**src/rtl/sram_timing_emu.sv**
```systemverilog
module sram_timing_emu #(
  parameter int AW        = 8,
  parameter int DW        = 16,
  parameter int T_ACCESS  = 7,
  parameter int T_HIZ_MIN = 2,
  parameter int T_HIZ_MAX = 5
) (
  input  logic          clk,
  input  logic          rst,
  input  logic          cs_n,
  input  logic          we_n,
  input  logic [AW-1:0] addr,
  input  logic [DW-1:0] wdata,
  output logic [DW-1:0] rd_data,
  output logic          rd_valid,
  output logic          oe
);
  localparam int LATEST  = (T_ACCESS > T_HIZ_MAX) ? T_ACCESS : T_HIZ_MAX;
  localparam int AGE_TOP = LATEST + 1;
  localparam int AGE_W   = $clog2(AGE_TOP + 1);
  localparam int DEPTH   = 1 << AW;

  logic [DW-1:0]    mem [DEPTH];
  logic             q_cs_n, q_we_n, driving;
  logic [AW-1:0]    q_addr;
  logic [AGE_W-1:0] age, age_n;

  wire chg   = (cs_n != q_cs_n) || (we_n != q_we_n) || (addr != q_addr);
  wire rd_in = !cs_n && we_n;
  wire wr_in = !cs_n && !we_n;
  wire rd_q  = !q_cs_n && q_we_n;

  assign age_n = chg ? '0 : (age == AGE_W'(AGE_TOP) ? age : age + 1'b1);

  always_ff @(posedge clk)
    if (wr_in) mem[addr] <= wdata;

  always_ff @(posedge clk) begin
    if (rst) begin
      q_cs_n  <= 1'b1;
      q_we_n  <= 1'b1;
      q_addr  <= '0;
      age     <= AGE_W'(AGE_TOP);
      driving <= 1'b0;
      oe      <= 1'b0;
    end else begin
      q_cs_n <= cs_n;
      q_we_n <= we_n;
      q_addr <= addr;
      age    <= age_n;
      if (age_n == AGE_W'(T_HIZ_MIN)) begin
        if (rd_in) oe <= 1'b1;
        else if (!driving) oe <= 1'b0;
      end
      if (age_n == AGE_W'(T_HIZ_MAX)) begin
        if (!rd_in) oe <= 1'b0;
        driving <= rd_in;
      end
    end
  end

  assign rd_valid = rd_q && (age >= AGE_W'(T_ACCESS));
  assign rd_data  = rd_valid ? mem[q_addr] : '0;

  assert_change_drops_valid_R4: assert property (@(posedge clk) disable iff (rst)
    chg |=> !rd_valid);
  assert_valid_needs_oe_R10: assert property (@(posedge clk) disable iff (rst)
    rd_valid |-> oe);
  assert_valid_data_stable_R3: assert property (@(posedge clk) disable iff (rst)
    (rd_valid && $past(rd_valid)) |-> $stable(rd_data));
  assert_oe_rise_in_read_R6: assert property (@(posedge clk) disable iff (rst)
    $rose(oe) |-> rd_q);
  assert_oe_fall_outside_read_R7: assert property (@(posedge clk) disable iff (rst)
    $fell(oe) |-> !rd_q);
endmodule

```
**config.mk**
```make
export PLATFORM = sky130hd
export DESIGN_NAME = sram_timing_emu
export DESIGN_NICKNAME = d
export VERILOG_FILES = /design/src/rtl/sram_timing_emu.sv
export SDC_FILE = /design/constraint.sdc
export NUM_CORES = 2
export LEC_CHECK = 0
export BUFFER_PORTS_ARGS = -buffer_cell sky130_fd_sc_hd__buf_4
export CAP_MARGIN = 20
export CORE_MARGIN = 3
export CORE_UTILIZATION = 40
export CTS_CLUSTER_DIAMETER = 120
export DETAILED_ROUTE_END_ITERATION = 10
export PLACE_DENSITY = 0.54
export SLEW_MARGIN = 20
export SYNTH_ARGS = -nofsm -noshare
export SYNTH_HDL_FRONTEND = slang
export SYNTH_SLANG_ARGS = --single-unit
```
**constraint.sdc**
```tcl
create_clock -name clk -period 2.65 [get_ports clk]
set_clock_uncertainty 0.15 [all_clocks]
set_input_delay 0.3975 -clock clk [delete_from_list [all_inputs] [get_ports clk]]
set_output_delay 0.3975 -clock clk [all_outputs]
set_load 0.05 [all_outputs]
```
==> summary.md <==
| Metric | Value |
|---|---|
| # setup viols final | 17 |
| Area of the die | 406000 um^2 |
| Clock insertion delay at the later pin of the skew report | 980 ps |
| VDD IR max | 0.536 mV |
| Mapped Area | 159000 um^2 |
| Design Power | 138000 uW |
| Via count | 86400 |
| RSZ-0062 raised after global routing | yes |
| Arrival @ worst endpoint | 4210 ps |
| Slew @ Worst Pin | 1050 ps |
| Reg clk slew, reported paths | 60 ps |
| Post-synth EDFFs | 4096 |
| Die Y | 637 um |
| Final Cycle Share | 180% |
| Req. time, crit path | 2100 ps |
| Post-route ant nets | 0 |
| Register bit total from synthesis | 4112 |
| Final setup margin | -2110 ps |
| Area delta synth->final | 24.0% |
| Synthesized area per cell | 21.3 um^2 |
| Reg2Reg Setup Slack | 180 ps |
| RePlAce Congestion | 0.933 |
| Met1 Use GR | 34.0% |
| Slew Viols, Final | 0 |
| Initial antenna violation count | 24 |
| Initial Util | 40.2% |
| Final #Nets | 9199 |
| GR Util met2 | 38.6% |
| Peak Freq | 210 MHz |
| Pin count of the biggest net entering global routing | 88 |
| Core ar. | 396000 um^2 |
| Port bufs | 45 |
| Final Non-Filler Cells | 14800 |
| Final wirelength | 502000 um |
| Syn Inst Count | 7489 |
| Yosys cell types | 73 |
| Post-Syn Nets | 7519 |
| I/O Pins | 46 |
| Grt total ovfl | 0 |
| CP Max Fanout | 6 |
| Placed cells | 13800 |
| Top cell type's share of synthesized area | 77.3% |
| Final Hold Violating Endpoints | 0 |
| Top cells by area, synth | edfxtp_1, mux4_2, mux2i_1, mux4_1, o22ai_1 |
| Gr busiest metal | met2 |
| DR iter-0 viols | 10800 |
| Setup Total Neg Slack | -31860 ps |
| Inserted Clock Buffers | 411 |
| Vias/cell | 5.85 |
| Cell taking the most area after synthesis | edfxtp_1 |
| Cell Rows | 231 |
| Worst setup path startpoint | q_addr[0]$_SDFF_PP0_ |
| Root Buffer Master | clkbuf_16 |
| P_leak | 0.0630 uW |
| First-pass GRT wire length | 690000 um |
| DIE WIDTH | 637 um |
| Worst flop-to-flop path startpoint | q_addr[0]$_SDFF_PP0_ |
| Pwr dens | 700 nW/um^2 |
| Startpoint types | flop |
| Hold/Removal Path Class | input port to flop |
| WL per Instance | 34.0 um |
| Worst R2R Path Depth | 12 |
| Vias in the first global route | 84900 |
| Layout cell share with drive strength beyond 1 | 35.8% |
| Pre-CTS setup slack | -1950 ps |
| Worst Setup End Kind | output port |
| Ys async rst share | 0% |
| CTS tree | done |
| H-tree depth | 5 |
| Status | complete, but fails checks |
| Synth Flop Type | edfxtp_1 |
| DP HPWL | 333000 um |
| Register area share after synthesis | 77.5% |
| Hold WS | 194 ps |
| Setup CP Type | flop to output port |
| Reg2Reg Capture Point | driving$_SDFFE_PP0N_ |
| Global Route Usage Sum | 24.3% |
| Worst-case clock buffer depth | 4 |
| Max Cap Viol | 0 |
| M3 GR Usage | 4.22% |
| Crit path capture | rd_data[13] |
| Synth warn | 0 |
| TritonRoute pass-1 iters | 5 |
| # DRC | 0 |
| Failing checks | negative setup slack |
| Sinks on the clock net | 4112 |
| Max_slew headroom | 30.2% |
| Minimum clock period | 4760 ps |
[sequential cells by signal, summed over array words and instances, names as in the netlist]
name	flops
q_we_n	1
q_cs_n	1
mem	4096
age	4
oe	1
q_addr	8
driving	1
[logic make-up (layout without fill, tap and decap cells)]
kind of cell | Yosys count | in the layout | synth area share [%]
mux | 1292 | 1292 | 14.5
xor+xnor | 12 | 12 | 0.0660
other cells | 0 | 9 | 0
fa+ha+maj | 2 | 2 | 0.0157
flops | 4112 | 4112 | 77.5
compound gates | 779 | 779 | 3.39
simple gates | 843 | 843 | 2.49
buf+inv | 449 | 2468 | 2.08
[worst max-delay path, stage by stage, from the launching register on]
cell and delay (ps):
dfxtp_4 360, buf_12 150, buf_12 150, clkbuf_16 180, buf_12 130, buf_6 130, mux4_2 480, o22ai_4 130
nor3_4 200, nand4_1 470, o22ai_4 580, buf_6 230
[synth_stat cells (17+ instances only)]
cell and instances:
or2_2 17, o221ai_1 120, buf_8 32, clkbuf_1 130, buf_12 31, mux4_2 723
edfxtp_1 4096, nor2_1 379, a21oi_1 82, o22ai_1 241, nor4_1 45, a22oi_1 86
buf_4 55, a211oi_1 32, a2111oi_0 21, o21ai_0 101, nand2_1 79, nor3_1 96
mux2i_1 499, nand3_1 86, buf_1 22, nor2b_1 25, mux4_1 68, nand4_1 50
buf_6 53, buf_2 118
[layer usage]
layer | part of all wire (%) | up-vias
met5 | 0.0054 | -
met1 | 40 | 46600
li1 | - | 35100
met4 | 4.1 | 4
met2 | 47 | 3973
met3 | 8.5 | 713
[layout by cell type (no fill, tap or decap), types with 13 or more instances in the layout]
master,instances
nor3_2,13
o221ai_1,91
o21ai_0,83
nor2_2,121
buf_6,65
nor2b_1,22
buf_16,28
clkinv_2,78
dlygate4sd3_1,31
o22ai_2,23
clkbuf_1,90
buf_12,415
a22oi_1,75
bufinv_16,40
a21oi_1,66
nor2_1,258
clkinvlp_4,23
nor3_1,81
o22ai_4,15
a211oi_2,13
clkinv_1,78
nand4_1,50
nor4_1,21
o221ai_2,31
edfxtp_1,4096
mux2i_1,493
mux4_1,63
o22ai_1,211
or2_2,13
nand2_1,74
buf_4,1120
nand3_1,69
nor4_2,13
mux4_2,728
clkbuf_16,429
a211oi_1,18
buf_8,34
[power by group]
part / internal [uW] / switching (uW) / total [uW]
combinational: 3590 / 5360 / 8950
sequential: 71600 / 33.4 / 71600
clock: 32900 / 24700 / 57600
[per-stage QoR]
stage,utilization (%),cell area [um^2]
after floorplan,-,160000
after global placement,45.4,180000
after detailed placement,45.4,180000
after CTS,49.3,195000
after global routing,49.8,197000
final,49.8,197000
[cell type report]
| type | count | area (um^2) |
|---|---|---|
| multi-input cells | 2928 | 34800 |
| diodes | 9 | 22.5 |
| well taps | 5242 | 6560 |
| repair buffers | 1710 | 19500 |
| flip-flops and latches | 4112 | 123000 |
| inverters | 6 | 25.0 |
| clock buffers | 511 | 10800 |
| clock inverters | 241 | 2400 |
| fillers | 31600 | 199000 |
[worst min-delay path by stage]
stage / start / endpoint / slack [ps] / depth (start not counted)
detailed placement: driving$_SDFFE_PP0N_ / driving$_SDFFE_PP0N_ / 340 / 2
global placement: driving$_SDFFE_PP0N_ / driving$_SDFFE_PP0N_ / 320 / 2
floorplan: driving$_SDFFE_PP0N_ / driving$_SDFFE_PP0N_ / 300 / 2
CTS: rst / q_addr[3]$_SDFF_PP0_ / 130 / 3
global route: rst / q_addr[5]$_SDFF_PP0_ / 200 / 3
finish: rst / q_addr[3]$_SDFF_PP0_ / 190 / 3
[what timing repair did]
action / in CTS / in global routing
pin swaps: 22 / 80
endpoints found under the setup margin: 17 / 19
hold buffers: 31 / 0
endpoints found under the hold margin: 1814 / 0
gates cloned: 8 / 11
buffers inserted: 48 / 76
resized for setup: 227 / 263
(Power assumes the default switching activity.)
